**config.mk**
```make
export PLATFORM = sky130hd
export DESIGN_NAME = serial_rx_core
export DESIGN_NICKNAME = d
export VERILOG_FILES = /design/src/rtl/rxq_pkg.sv /design/src/rtl/rxq_sampler.sv /design/src/rtl/rxq_fifo.sv /design/src/rtl/rxq_admit.sv /design/src/rtl/serial_rx_core.sv
export SDC_FILE = /design/constraint.sdc
export NUM_CORES = 1
export LEC_CHECK = 0
export CAP_MARGIN = 10
export CORE_AREA = 2 2 100 102
export CTS_CLUSTER_DIAMETER = 120
export DETAILED_ROUTE_END_ITERATION = 6
export DIE_AREA = 0 0 102 104
export DONT_BUFFER_PORTS = 1
export HOLD_SLACK_MARGIN = 0.15
export SYNTH_ARGS = -nofsm -noshare
export SYNTH_HDL_FRONTEND = slang
export SYNTH_SLANG_ARGS = --single-unit
```
**constraint.sdc**
```tcl
create_clock -name clk -period 2.75 [get_ports clk]
set_clock_uncertainty 0.05 [all_clocks]
set_input_delay 0.55 -clock clk [delete_from_list [all_inputs] [get_ports clk]]
set_output_delay 0.55 -clock clk [all_outputs]
set_load 0.02 [all_outputs]
```
**src/rtl/rxq_pkg.sv**
```systemverilog
package rxq_pkg;

  localparam int DATA_W = 9;

  typedef struct packed {
    logic [DATA_W-1:0] data;
    logic              perr;
    logic              ferr;
  } rx_word_t;

  localparam int WORD_W = $bits(rx_word_t);

  typedef enum logic [1:0] {
    PAR_NONE = 2'b00,
    PAR_EVEN = 2'b01,
    PAR_ODD  = 2'b10,
    PAR_OFF  = 2'b11
  } parity_e;

  typedef enum logic [2:0] {
    S_IDLE,
    S_START,
    S_DATA,
    S_PAR,
    S_STOP
  } rx_state_e;

endpackage

```
**src/rtl/rxq_sampler.sv**
```systemverilog
module rxq_sampler
  import rxq_pkg::*;
#(
  parameter int OSR = 16
) (
  input  logic       clk,
  input  logic       rst_n,
  input  logic       tick,
  input  logic       rx_in,
  input  logic       flush,
  input  logic       nine,
  input  logic [1:0] parity,
  output logic       done,
  output rx_word_t   word,
  output logic       idle
);

  localparam int CW = (OSR > 2) ? $clog2(OSR) : 1;
  localparam logic [CW-1:0] MID  = CW'(OSR / 2 - 1);
  localparam logic [CW-1:0] LAST = CW'(OSR - 1);

  rx_state_e         state;
  logic [1:0]        sync_q;
  logic              rx_prev;
  logic              fall_pend;
  logic [CW-1:0]     cnt;
  logic [3:0]        bit_idx;
  logic [DATA_W-1:0] sh;
  logic              par_q;

  logic rx_s;
  logic fall;
  logic use_par;
  logic [3:0] last_bit;
  logic par_bad;

  assign rx_s     = sync_q[1];
  assign fall     = rx_prev & ~rx_s;
  assign use_par  = ~nine & ((parity == PAR_EVEN) | (parity == PAR_ODD));
  assign last_bit = nine ? 4'd8 : 4'd7;
  assign par_bad  = use_par & ((^sh[7:0]) ^ par_q ^ (parity == PAR_ODD));
  assign idle     = (state == S_IDLE);

  // two-flop synchronizer and edge history
  always_ff @(posedge clk or negedge rst_n) begin
    if (!rst_n) begin
      sync_q  <= 2'b11;
      rx_prev <= 1'b1;
    end else begin
      sync_q  <= {sync_q[0], rx_in};
      rx_prev <= rx_s;
    end
  end

  always_ff @(posedge clk or negedge rst_n) begin
    if (!rst_n) begin
      state     <= S_IDLE;
      fall_pend <= 1'b0;
      cnt       <= '0;
      bit_idx   <= '0;
      sh        <= '0;
      par_q     <= 1'b0;
      done      <= 1'b0;
      word      <= '0;
    end else begin
      done <= 1'b0;
      if (flush) begin
        state     <= S_IDLE;
        fall_pend <= 1'b0;
        cnt       <= '0;
        bit_idx   <= '0;
        sh        <= '0;
        par_q     <= 1'b0;
      end else begin
        if (state == S_IDLE && fall) fall_pend <= 1'b1;
        if (tick) begin
          unique case (state)
            S_IDLE: begin
              if (fall || fall_pend) begin
                state     <= S_START;
                cnt       <= '0;
                fall_pend <= 1'b0;
                sh        <= '0;
              end
            end
            S_START: begin
              if (cnt == MID) begin
                cnt     <= '0;
                bit_idx <= '0;
                state   <= rx_s ? S_IDLE : S_DATA;
              end else begin
                cnt <= cnt + 1'b1;
              end
            end
            S_DATA: begin
              if (cnt == LAST) begin
                cnt         <= '0;
                sh[bit_idx] <= rx_s;
                if (bit_idx == last_bit) state <= use_par ? S_PAR : S_STOP;
                else bit_idx <= bit_idx + 1'b1;
              end else begin
                cnt <= cnt + 1'b1;
              end
            end
            S_PAR: begin
              if (cnt == LAST) begin
                cnt   <= '0;
                par_q <= rx_s;
                state <= S_STOP;
              end else begin
                cnt <= cnt + 1'b1;
              end
            end
            S_STOP: begin
              if (cnt == LAST) begin
                cnt       <= '0;
                done      <= 1'b1;
                word.data <= sh;
                word.perr <= par_bad;
                word.ferr <= ~rx_s;
                state     <= S_IDLE;
              end else begin
                cnt <= cnt + 1'b1;
              end
            end
            default: state <= S_IDLE;
          endcase
        end
      end
    end
  end

endmodule

```
**src/rtl/rxq_fifo.sv**
```systemverilog
module rxq_fifo #(
  parameter int DEPTH = 4,
  parameter int WIDTH = 11
) (
  input  logic             clk,
  input  logic             rst_n,
  input  logic             flush,
  input  logic             push,
  input  logic [WIDTH-1:0] push_data,
  input  logic             pop,
  output logic [WIDTH-1:0] head,
  output logic             empty,
  output logic             full
);

  localparam int AW = (DEPTH > 1) ? $clog2(DEPTH) : 1;
  localparam int CNTW = $clog2(DEPTH + 1);

  logic [WIDTH-1:0] slot [DEPTH];
  logic [AW-1:0]    wr_ptr;
  logic [AW-1:0]    rd_ptr;
  logic [CNTW-1:0]  level;
  logic             do_push;
  logic             do_pop;

  assign empty   = (level == '0);
  assign full    = (level == CNTW'(DEPTH));
  assign do_push = push & ~full;
  assign do_pop  = pop & ~empty;
  assign head    = slot[rd_ptr];

  function automatic logic [AW-1:0] bump(input logic [AW-1:0] p);
    return (p == AW'(DEPTH - 1)) ? '0 : p + 1'b1;
  endfunction

  // one storage register per slot
  for (genvar g = 0; g < DEPTH; g++) begin : g_slot
    always_ff @(posedge clk or negedge rst_n) begin
      if (!rst_n) slot[g] <= '0;
      else if (do_push && !flush && wr_ptr == AW'(g)) slot[g] <= push_data;
    end
  end

  always_ff @(posedge clk or negedge rst_n) begin
    if (!rst_n) begin
      wr_ptr <= '0;
      rd_ptr <= '0;
      level  <= '0;
    end else if (flush) begin
      wr_ptr <= '0;
      rd_ptr <= '0;
      level  <= '0;
    end else begin
      if (do_push) wr_ptr <= bump(wr_ptr);
      if (do_pop)  rd_ptr <= bump(rd_ptr);
      if (do_push && !do_pop)      level <= level + 1'b1;
      else if (do_pop && !do_push) level <= level - 1'b1;
    end
  end

endmodule

```
**src/rtl/rxq_admit.sv**
```systemverilog
module rxq_admit
  import rxq_pkg::*;
(
  input  logic     clk,
  input  logic     rst_n,
  input  logic     done,
  input  rx_word_t word,
  input  logic     nine,
  input  logic     addr_en,
  input  logic     full,
  input  logic     ovr_clr,
  output logic     push,
  output logic     flush,
  output logic     overrun
);

  logic accept;

  assign accept = ~(nine & addr_en) | word.data[8];
  assign flush  = overrun & ovr_clr;
  assign push   = done & accept & ~full & ~overrun & ~flush;

  always_ff @(posedge clk or negedge rst_n) begin
    if (!rst_n) overrun <= 1'b0;
    else if (flush) overrun <= 1'b0;
    else if (done && accept && full) overrun <= 1'b1;
  end

endmodule

```
**src/rtl/serial_rx_core.sv**
```systemverilog
module serial_rx_core
  import rxq_pkg::*;
#(
  parameter int OSR        = 16,
  parameter int FIFO_DEPTH = 4
) (
  input  logic       clk,
  input  logic       rst_n,
  input  logic       tick16,
  input  logic       rx_in,
  input  logic       cfg_nine,
  input  logic [1:0] cfg_parity,
  input  logic       cfg_addr_en,
  output logic       out_valid,
  input  logic       out_ready,
  output logic [8:0] out_data,
  output logic       out_perr,
  output logic       out_ferr,
  output logic       st_idle,
  output logic       st_avail,
  output logic       st_overrun,
  input  logic       ovr_clr
);

  logic     smp_done;
  rx_word_t smp_word;
  logic     push;
  logic     flush;
  logic     q_empty;
  logic     q_full;
  rx_word_t head;

  rxq_sampler #(.OSR(OSR)) u_smp (
    .clk    (clk),
    .rst_n  (rst_n),
    .tick   (tick16),
    .rx_in  (rx_in),
    .flush  (flush),
    .nine   (cfg_nine),
    .parity (cfg_parity),
    .done   (smp_done),
    .word   (smp_word),
    .idle   (st_idle)
  );

  rxq_admit u_adm (
    .clk     (clk),
    .rst_n   (rst_n),
    .done    (smp_done),
    .word    (smp_word),
    .nine    (cfg_nine),
    .addr_en (cfg_addr_en),
    .full    (q_full),
    .ovr_clr (ovr_clr),
    .push    (push),
    .flush   (flush),
    .overrun (st_overrun)
  );

  rxq_fifo #(.DEPTH(FIFO_DEPTH), .WIDTH(WORD_W)) u_q (
    .clk       (clk),
    .rst_n     (rst_n),
    .flush     (flush),
    .push      (push),
    .push_data (smp_word),
    .pop       (out_ready),
    .head      (head),
    .empty     (q_empty),
    .full      (q_full)
  );

  assign out_valid = ~q_empty;
  assign st_avail  = ~q_empty;
  assign out_data  = head.data;
  assign out_perr  = out_valid & head.perr;
  assign out_ferr  = out_valid & head.ferr;

endmodule

```
==> results of run 1 <==
-- cell usage after synthesis (all sizes together), types with 2 or more instances --
library cell	count	area, um^2
dfrtp	86	2150
nand2	53	199
mux2	44	495
o21ai	21	105
inv	18	67.6
nor2	16	60.1
a21oi	11	55.1
ha	11	138
mux4	11	248
xnor2	10	87.6
buf	9	51.3
clkbuf	9	33.8
nor2b	8	50.1
nand3	6	30.0
o31ai	6	45.0
a211oi	4	30.0
a21o	4	30.0
a22o	4	35.0
and2	4	25.0
mux2i	4	40.0
nand4	4	25.0
nor3b	4	41.3
or3	4	30.0
dfstp	3	78.8
nand2b	3	18.8
o41ai	3	26.3
a211o	2	17.5
a31oi	2	12.5
a41oi	2	17.5
nor4	2	12.5
o211ai	2	15.0
o22ai	2	12.5
o2bb2ai	2	17.5
o311ai	2	17.5
or4	2	18.8
xor2	2	17.5
-- worst paths after layout --
path | to | slack (ns) | cells after the start
worst max-delay path | out_ferr | 0.31 | 2
worst min-delay path | u_smp.fall_pend | 0.22 | 1
worst max register to register | u_smp.sh[3] | 0.50 | 5
worst min register to register | u_smp.sync_q[1] | 0.31 | 0
max in group asynchronous | u_smp.rx_prev | 1.59 | 2
min in group asynchronous | u_q.level[1] | 0.72 | 2
-- area by class of cell --
cell class              count  area (um^2)  area share
clock buffers              10          138      0.0282
repair buffers             10          113      0.0231
clock inverters             6         75.1      0.0154
flip-flops and latches     89         2230       0.457
well taps                 133          166      0.0341
multi-input cells         267         2090       0.428
inverters                  19         71.3      0.0146
-- per-layer routing --
metal / wire (um) / share of wire
met4: 142 / 0.017
met5: 0 / 0
met3: 320 / 0.038
met2: 3930 / 0.47
met1: 4050 / 0.48
-- flip-flops by register name (all words and copies together), names as in the netlist, 2 cells and up --
name and cells:
u_q.rd_ptr 2, u_smp.cnt 4, u_q.level 3, u_q.wr_ptr 2, u_smp.sh 9, u_smp.sync_q 2, u_smp.word 11, u_smp.bit_idx 4
u_smp.state 3, u_q.slot 44
-- where the power goes --
| part | switching (mW) | total [mW] | leakage, nW | internal [mW] |
|---|---|---|---|---|
| registers | 0.183 | 1.58 | 1.21 | 1.40 |
| logic | 0.451 | 0.825 | 0.982 | 0.373 |
| clock network | 0.486 | 0.943 | 0.105 | 0.457 |
| total | 1.12 | 3.35 | 2.30 | 2.23 |
-- worst reg2reg max path, cell delays in order (launching register included) --
cell	delay, ns
dfrtp_1	0.40
ha_1	0.27
nand3_1	0.36
or4_4	0.67
nand2b_1	0.21
o21ai_0	0.20
-- cells by family (layout without fill, tap and decap cells) --
kind of cell,Yosys count,count (layout),share of synthesized area
fa+ha+maj,12,12,0.0353
compound gates,70,70,0.104
mux,59,59,0.175
buf+inv,37,45,0.0350
flops,89,89,0.499
xor+xnor,12,12,0.0235
simple gates,114,114,0.129
-- metrics by stage --
step                setup slack (ns)  power, mW
floorplan                      0.573       2.21
global placement               0.451       2.38
detailed placement             0.421       2.40
CTS                            0.265       3.39
global route                   0.196       3.57
finish                         0.315       3.35
-- what timing repair did --
item                       4_1_cts  5_1_grt
hold endpoints to repair        90        0
hold buffers                     3        0
setup endpoints to repair        0        0
==> summary.md, run 1 <==
| Metric | Value |
|---|---|
| HP Class | primary input to flip-flop |
| CTS root buffer | clkbuf_8 |
| Unrepaired setup endpoints after global routing | no |
| Commonest cells after routing, fill and taps aside | dfrtp_1 (86), nand2_1 (53), mux2_2 (44) |
| Busiest grt layer | met2 |
| Endpoints failing setup | 0 |
| Ports | 25 |
| CORE AREA | 9550 um^2 |
| Fill cell count | 864 |
| Die area | 10600 um^2 |
| Fin Hold WS | 0.220 ns |
| Post-synthesis cell area | 4470 um^2 |
| Fraction of registers with async set/reset | 1.00 |
| Slowest stage delay, CP | 0.68 ns |
| Tmin final | 2.44 ns |
| Post-Syn Instances | 393 |
| Depth of the CTS H-tree | 3 |
| CP startpoint kind | flip-flop |
| Port-buffer cells | 0 |
| First-pass DRT Iterations | 4 |
| Drt total wl | 8.44 mm |
| Warnings, synthesis | 0 |
| Part of the cycle the worst path needs | 0.886 |
| Worst Hold Launch | tick16 |
| Post-synth EDFFs | 0 |
| Worst-path maximum fanout | 9 |
| Peak supply drop | 0.000346 V |
| Final Hold Fails | 0 |
| Pwr/cell area | 686 nW/um^2 |
| # Max-Cap Violations | 0 |
| Clk buf depth | 2 |
| Initial Util | 0.468 |
| Clock sink total | 89 |
| Layout Cells excl Fill | 534 |
| Vias per cell | 5.55 |
| CP bufs+invs | 0 |
| Die width | 102 um |
| Initial antenna violation count | 0 |
| Layout net count | 418 |
| Most common cell after layout, fill and taps aside | dfrtp_1 |
| First-pass GRT wire length | 14.4 mm |
| Status | finished clean |
| Die Ht | 104 um |
| TNS Setup | 0 ns |
| CTS resizes | 0 |
| Worst R2R Start | u_smp.cnt[1] |
| Mean Syn Cell Area | 11.4 um^2 |
| GRT Total Usage | 0.173 |
| DR WL/cell | 15.8 um |
| Grt ovf | 0 |
| Slew @ Worst Pin | 0.580 ns |
| Largest net degree at the start of global routing | 90 |
| Crit path launch | u_q.rd_ptr[0] |
| CP Cell Sequence | mux4_2 > and2_1 |
| Postcts setup bufs | 0 |
| Area growth syn-to-layout | 9.23% |
| GPL Wtd Cong | 0.821 |
| Post-Syn Nets | 415 |
| DRC violations left | 0 |
| Netlist cell types | 56 |
| GRT met2 Usage | 0.264 |
| Setup CP Type | flip-flop to output port |
| Post-synthesis sequential area ratio | 0.499 |
| Cell area after layout | 4880 um^2 |
| Pins Over Slew Limit | 0 |
| Vias in the first global route | 2848 |
| Fmax | 0.411 GHz |
| Post-synth top flop | dfrtp_1 |
| FP Rows | 36 |
| Worst path required time | 2.15 ns |
| Antenna viol nets, final | 0 |
| Critical path's top delay family | flip-flops |
| Met3 usage | 0.0397 |
| Slew margin rel. | 0.612 |
| Clock latency reported for the late side of the worst-skew pair | 0.36 ns |
| CP endpoint kind | output port |
| Fraction of layout cells with a size suffix above 1 | 0.214 |
| Critical path arrival | 1.84 ns |
| Final core occ | 0.512 |
| Reg clk slew, reported paths | 0.09 ns |
| Yosys reg bits | 89 |
| Cells after DPL | 515 |
| Via count | 2964 |
| Placed Area | 4620 um^2 |
| Ant diodes | 0 |
| Leak | 2.30 nW |
| CTS tree | built |
| TritonCTS buffer count | 9 |
| HPWL after detailed placement | 5.77 mm |
| Global Route met1 Usage | 0.243 |
| Initial DRC count | 120 |
| CP max-delay cell | dfrtp_1 |
No activity file was read; power rests on OpenSTA's default activity.
==> run 2, diff against run 1 <==
--- a/config.mk
+++ b/config.mk
@@ -5,13 +5,15 @@
 export SDC_FILE = /design/constraint.sdc
 export NUM_CORES = 1
 export LEC_CHECK = 0
+export ABC_AREA = 1
 export CAP_MARGIN = 10
-export CORE_AREA = 2 2 100 102
+export CORE_AREA = 2 2 101 103
 export CTS_CLUSTER_DIAMETER = 120
 export DETAILED_ROUTE_END_ITERATION = 6
-export DIE_AREA = 0 0 102 104
+export DIE_AREA = 0 0 103 105
 export DONT_BUFFER_PORTS = 1
 export HOLD_SLACK_MARGIN = 0.15
+export SETUP_SLACK_MARGIN = 0.4
 export SYNTH_ARGS = -nofsm -noshare
 export SYNTH_HDL_FRONTEND = slang
 export SYNTH_SLANG_ARGS = --single-unit
==> summary.md, run 2 <==
| Metric | Value |
|---|---|
| Status | finished, violations left |
| Failing checks | negative hold slack |
| Tmin final | 2.25 ns (-0.182 ns) |
| Area growth syn-to-layout | 7.28% |
| Post-synth EDFFs | 0 (unchanged) |
| Leak | 2.35 nW (+2.2%) |
| CTS tree | built |
| TNS Setup | 0 ns (unchanged) |
| Reg power frac | 0.416 (-0.056) |
| Fill cell count | 975 (+13%) |
| Slew @ Worst Pin | 0.703 ns (+0.123 ns) |
| Sw Pwr | 1.50 mW (+34%) |
| Post-synth top flop | dfrtp_1 |
| Post-synthesis cell area | 4540 um^2 (+1.5%) |
| Mean Syn Cell Area | 7.70 um^2 (-32%) |
| Logic pwr share | 0.368 (+0.122) |
| PnR worst setup slack | 0.497 ns (+0.182 ns) |
| Pins Over Slew Limit | 0 (unchanged) |
| CTS root buffer | clkbuf_8 |
| Reg clk slew, reported paths | 0.08 ns (about the same) |
| Fmax | 0.444 GHz (+8.1%) |
| Post-synthesis sequential area ratio | 0.492 (-0.00729) |
| Top reg by flops | u_q.slot |
| CP startpoint kind | flip-flop |
| Final core occ | 0.505 (-0.00647) |
| CP bufs+invs | 2 (+2) |
| Most common cell in the netlist | nand2_1 |
| TritonCTS buffer count | 9 (unchanged) |
| # Max-Cap Violations | 0 (unchanged) |
| Clk buf depth | 2 (unchanged) |
| Part of the cycle the worst path needs | 0.819 (-0.0662) |
| Clock latency reported for the late side of the worst-skew pair | 0.36 ns (about the same) |
| Setup CP Type | flip-flop to output port |
| Clock power frac | 0.216 (-0.065) |
| Commonest cells after routing, fill and taps aside | nand2_1 (172), o21ai_0 (95), dfrtp_1 (85) |
| Synth area leader | dfrtp_1 |
| Fraction of layout cells with a size suffix above 1 | 0.0711 (-0.143) |
| Largest net degree at the start of global routing | 90 (unchanged) |
| Critical path's top delay family | flip-flops |
| Initial Util | 0.471 (+0.00250) |
| Netlist cell types | 29 (-48%) |
| Slowest stage delay, CP | 0.52 ns (-0.16 ns) |
| Depth of the CTS H-tree | 3 (unchanged) |
| Ant diodes | 0 (unchanged) |
| Initial DRC count | 183 (+53%) |
| Port-buffer cells | 0 (unchanged) |
| Vias per cell | 5.01 (-9.7%) |
| HPWL after detailed placement | 6.39 mm (+11%) |
| DP Worst Slack | 0.618 ns (+0.197 ns) |
| Fin Hold WS | -0.174 ns (-0.394 ns) |
| Unrepaired setup endpoints after global routing | no |
| GPL Wtd Cong | 0.866 (+5.5%) |
| Synth top area share | 0.474 (-0.00703) |
| Worst-path maximum fanout | 13 (+4) |
| Endpoints failing setup | 0 (unchanged) |
| DR WL/cell | 12.7 um (-20%) |
| Yosys reg bits | 89 (unchanged) |
| FP Rows | 36 (unchanged) |
| Regs by FF count | u_q.slot (44), u_smp.word (11), u_smp.sh (9) |
| Switching share of total power | 0.409 (+0.0751) |
| Drt total wl | 9.21 mm (+9.1%) |
| Post-Syn Instances | 589 (+50%) |
| Int Pwr | 2.16 mW (-3.1%) |
| CORE AREA | 9640 um^2 (+0.94%) |
| Layout net count | 609 (+46%) |
| Hold_buf cts | 1 (-2) |
| WP depth | 4 (+2) |
| CP Cell Sequence | clkinvlp_4 > buf_4 > o21ai_0 > o22ai_1 |
| Post-Syn Nets | 611 (+47%) |
| Slew margin rel. | 0.530 (-0.0824) |
| CP max-delay cell | dfrtp_2 |
| Antenna viol nets, final | 0 (unchanged) |
| Warnings, synthesis | 0 (unchanged) |
| Pwr/cell area | 752 nW/um^2 (+9.6%) |
| Fraction of registers with async set/reset | 1.00 (unchanged) |
| Grt ovf | 0 (unchanged) |
| GRT Total Usage | 0.189 (+0.0155) |
| Main area contributors after synthesis | dfrtp_1 (47%), nand2_1 (14%), o21ai_0 (10%) |
| Total Power | 3.66 mW (+9.2%) |
| Ports | 25 (unchanged) |
| Most instantiated cells after synthesis | nand2_1 (172), o21ai_0 (95), dfrtp_1 (86), inv_1 (61), nor2_1 (52) |
| Vias in the first global route | 3474 (+22%) |
| Most common cell after layout, fill and taps aside | nand2_1 |
| Final Hold Fails | 86 (+86) |
| Via count | 3627 (+22%) |
| Die Ht | 105 um (+0.96%) |
| Critical path arrival | 1.65 ns (-0.19 ns) |
| First-pass DRT Iterations | 4 (unchanged) |
| DRC violations left | 0 (unchanged) |
| Clock sink total | 89 (unchanged) |
| First-pass GRT wire length | 16.1 mm (+12%) |
| HP Class | primary input to async pin |
| R2r worst-path depth | 10 (+5) |
| Die area | 10800 um^2 (+2.0%) |
| Peak supply drop | 0.000370 V (+7.0%) |
| Worst path required time | 2.15 ns (about the same) |
| Initial antenna violation count | 0 (unchanged) |
| Die width | 103 um (+0.98%) |
| Number of flip-flops under the largest register name | 44 (unchanged) |
| CP endpoint kind | output port |
[run 2: cell types whose count changed after synthesis, moves of 5 or more]
| cell | previous run | this run |
|---|---|---|
| nand3_1 | 6 | 36 |
| nor2b_1 | 8 | 0 |
| mux4_2 | 11 | 0 |
| mux2_2 | 44 | 0 |
| nand2_1 | 53 | 172 |
| o31ai_1 | 6 | 1 |
| inv_1 | 18 | 61 |
| nor2_1 | 16 | 52 |
| o22ai_1 | 2 | 11 |
| o21ai_0 | 21 | 95 |
| xnor2_1 | 10 | 2 |
[run 2: power by group through the flow]
stage | sequential (mW) | combinational, mW | clock, mW
CTS | 1.52 | 1.34 | 0.813
floorplan | 1.50 | 1.10 | 0
global placement | 1.53 | 1.28 | 0
global route | 1.54 | 1.54 | 0.874
finish | 1.52 | 1.35 | 0.790
detailed placement | 1.53 | 1.29 | 0
[run 2: cells by family after synthesis]
family | share of synthesized area
buf+inv | 0.0744
fa+ha+maj | 0.0347
flops | 0.492
compound gates | 0.134
simple gates | 0.256
xor+xnor | 0.00965
[run 2: area by class of cell]
type	instances	area, um^2	area share
timing repair buffer	7	55.1	0.0113
sequential	89	2230	0.458
multi-input combinational	415	2000	0.411
clock inverter	3	17.5	0.00360
clock buffer	12	145	0.0298
inverter	65	251	0.0517
tap	133	166	0.0342
[run 2: final timing paths]
check | start | endpoint | slack [ns]
setup / recovery | u_q.rd_ptr[1] | out_data[2] | 0.50
hold / removal | rst_n | u_q.slot[35] | -0.17
setup reg to reg | u_q.level[0] | u_q.level[2] | 0.67
hold reg to reg | u_smp.sync_q[0] | u_smp.sync_q[1] | 0.31
max in group asynchronous | rst_n | u_smp.sync_q[1] | 2.61
min in group clk | cfg_nine | u_smp.word[1] | 0.31
[run 2: layer usage]
metal / vias up / part of all wire / wire, um / track usage
met5: - / 0 / 0 / 0
met4: 0 / 0.023 / 209 / 0.0846
met3: 17 / 0.025 / 226 / 0.0261
met2: 48 / 0.48 / 4420 / 0.303
met1: 1669 / 0.47 / 4360 / 0.251
li1: 1893 / - / - / -
[run 2: metrics by stage]
| stage | instances | cell area [um^2] |
|---|---|---|
| final | 724 | 4870 |
| after global routing | 724 | 4870 |
| after CTS | 722 | 4850 |
| after detailed placement | 706 | 4640 |
| after global placement | 706 | 4640 |
| after floorplan | 589 | 4540 |
[run 2: what timing repair did]
item | CTS | global route
setup buffers | 0 | 2
endpoints found under the hold margin | 90 | 89
pin swaps | 0 | 0
resized for setup | 8 | 1
setup endpoints to repair | 11 | 6
==> run 3, diff against run 2 <==
--- a/config.mk
+++ b/config.mk
@@ -5,12 +5,12 @@
 export SDC_FILE = /design/constraint.sdc
 export NUM_CORES = 1
 export LEC_CHECK = 0
-export ABC_AREA = 1
+export ABC_AREA = 0
 export CAP_MARGIN = 10
-export CORE_AREA = 2 2 101 103
+export CORE_AREA = 2 2 100 102
 export CTS_CLUSTER_DIAMETER = 120
 export DETAILED_ROUTE_END_ITERATION = 6
-export DIE_AREA = 0 0 103 105
+export DIE_AREA = 0 0 102 104
 export DONT_BUFFER_PORTS = 1
 export HOLD_SLACK_MARGIN = 0.15
 export SETUP_SLACK_MARGIN = 0.4
==> constraint.sdc (replaced) <==
create_clock -name clk -period 2 [get_ports clk]
set_clock_uncertainty 0.05 [all_clocks]
set_input_delay 0.4 -clock clk [delete_from_list [all_inputs] [get_ports clk]]
set_output_delay 0.4 -clock clk [all_outputs]
set_load 0.02 [all_outputs]
==> summary.md, run 3 (synthesis results as in run 1) <==
| Metric | Value |
|---|---|
| Final core occ | 0.592 (+0.0868) |
| Regs by FF count | u_q.slot (44), u_smp.word (11), u_smp.sh (9) |
| Worst path required time | 1.55 ns (-0.60 ns) |
| CORE AREA | 9550 um^2 (-0.93%) |
| FP Rows | 36 (unchanged) |
| DRC violations left | 0 (unchanged) |
| Clk buf depth | 2 (unchanged) |
| Peak supply drop | 0.000569 V (+54%) |
| DR WL/cell | 16.7 um (+31%) |
| Setup CP Type | flip-flop to output port |
| Fin Hold WS | -0.326 ns (-0.152 ns) |
| Vias in the first global route | 3175 (-8.6%) |
| CP Cell Sequence | buf_6 > or3_4 > and2_4 |
| Grt ovf | 0 (unchanged) |
| Initial DRC count | 169 (-7.7%) |
| CTS root buffer | clkbuf_8 |
| Via count | 3213 (-11%) |
| Ant diodes | 0 (unchanged) |
| Placed Area | 4850 um^2 (+4.6%) |
| Pins Over Slew Limit | 0 (unchanged) |
| Part of the cycle the worst path needs | 1.02 |
| Depth of the CTS H-tree | 3 (unchanged) |
| Clock latency reported for the late side of the worst-skew pair | 0.35 ns (about the same) |
| CP startpoint kind | flip-flop |
| Reg clk slew, reported paths | 0.10 ns (+0.02 ns) |
| Cell area after layout | 5650 um^2 (+16%) |
| Most common cell after layout, fill and taps aside | dfrtp_1 |
| Final Hold Fails | 89 (+3.5%) |
| CTS tree | built |
| Fraction of layout cells with a size suffix above 1 | 0.416 (+0.345) |
| Layout net count | 462 (-24%) |
| Die width | 102 um (-0.97%) |
| Ports | 25 (unchanged) |
| Slowest stage delay, CP | 0.48 ns (-0.04 ns) |
| HP Class | primary input to async pin |
| Status | finished, violations left |
| Die area | 10600 um^2 (-1.9%) |
| Layout Cells excl Fill | 578 (-20%) |
| GRT Total Usage | 0.191 (+0.00222) |
| Drt total wl | 9.65 mm (+4.8%) |
| Failing checks | negative hold slack, negative setup slack |
| Slew @ Worst Pin | 0.458 ns (-0.245 ns) |
| TritonCTS buffer count | 9 (unchanged) |
| Pwr/cell area | 1000 nW/um^2 (+33%) |
| Initial Util | 0.468 (-0.00250) |
| First-pass DRT Iterations | 4 (unchanged) |
| # Max-Cap Violations | 0 (unchanged) |
| HPWL after detailed placement | 6.36 mm (-0.49%) |
| PnR worst setup slack | -0.0401 ns (-0.537 ns) |
| Vias per cell | 5.56 (+11%) |
| Leak | 2.69 nW (+15%) |
| Critical path arrival | 1.59 ns (-0.06 ns) |
| Commonest cells after routing, fill and taps aside | dfrtp_1 (79), nand2_1 (49), mux2_2 (40) |
| Initial antenna violation count | 0 (unchanged) |
| CP max-delay cell | or3_4 |
| DP Worst Slack | 0.0541 ns (-0.564 ns) |
| Cells after DPL | 537 (-24%) |
| Die Ht | 104 um (-0.95%) |
| Top reg by flops | u_q.slot |
| Fill cell count | 789 (-19%) |
| Area growth syn-to-layout | 26.4% |
| CP endpoint kind | output port |
| Number of flip-flops under the largest register name | 44 (unchanged) |
| Largest net degree at the start of global routing | 90 (unchanged) |
| Hold_buf cts | 3 (+2) |
| Tmin final | 2.04 ns |
| Unrepaired setup endpoints after global routing | yes |
| Clock sink total | 89 (unchanged) |
| GPL Wtd Cong | 0.861 (-0.58%) |
| Port-buffer cells | 0 (unchanged) |
| Antenna viol nets, final | 0 (unchanged) |
| Fmax | 0.490 GHz |
| Worst-path maximum fanout | 5 (-8) |
| First-pass GRT wire length | 15.9 mm (-1.4%) |
| Slew margin rel. | 0.693 (+0.163) |
| Endpoints failing setup | 11 (+11) |
run 3: through the flow:
stage / setup TNS [ns] / power (mW)
6_report: -0.140 / 5.66
5_1_grt: -1.28 / 6.01
4_1_cts: -0.507 / 5.42
3_5_place_dp: 0 / 3.54
3_3_place_gp: 0 / 3.52
2_1_floorplan: -0.201 / 3.16
run 3: cell type report:
type / count / area [um^2] / share of cell area
clock buffer: 9 / 124 / 0.0219
timing repair buffer: 54 / 490 / 0.0868
tap: 133 / 166 / 0.0294
sequential: 89 / 2240 / 0.396
multi-input combinational: 267 / 2430 / 0.430
clock inverter: 7 / 121 / 0.0215
inverter: 19 / 80.1 / 0.0142
run 3: routing by layer:
| layer | GRT usage | wire length [um] | vias to the layer above |
|---|---|---|---|
| li1 | - | - | 1504 |
| met1 | 0.253 | 4380 | 1635 |
| met2 | 0.315 | 4850 | 61 |
| met3 | 0.0470 | 282 | 13 |
| met4 | 0.0438 | 134 | 0 |
| met5 | 0 | 0 | - |
run 3: final timing paths:
kind	startpoint	end	slack [ns]	depth (start not counted)
setup / recovery	u_q.level[2]	out_perr	-0.04	3
hold / removal	rst_n	u_q.slot[37]	-0.33	0
setup reg to reg	u_adm.overrun	u_smp.sh[5]	0.05	5
hold reg to reg	u_smp.sync_q[0]	u_smp.sync_q[1]	0.31	0
max in group asynchronous	rst_n	u_smp.sync_q[0]	2.04	0
min in group clk	cfg_nine	u_smp.state[2]	0.27	2
run 3: power breakdown:
part	internal (mW)	switching, mW	leakage [nW]	total (mW)
Clock	0.842	0.662	0.125	1.50
Combinational	1.07	0.961	1.37	2.03
Sequential	1.94	0.190	1.20	2.13
run 3: worst max-delay path, delay by kind of cell (launching register included):
family / cells / cell delay [ns]
buffers and inverters: 1 / 0.12
AND/OR/NAND/NOR: 2 / 0.70
flip-flops: 1 / 0.41
run 3: timing repair:
| item | in CTS | in global routing |
|---|---|---|
| endpoints found under the hold margin | 92 | 89 |
| resized for setup | 49 | 44 |
| setup buffers | 18 | 4 |
| pin swaps | 12 | 9 |
| endpoints found under the setup margin | 94 | 94 |
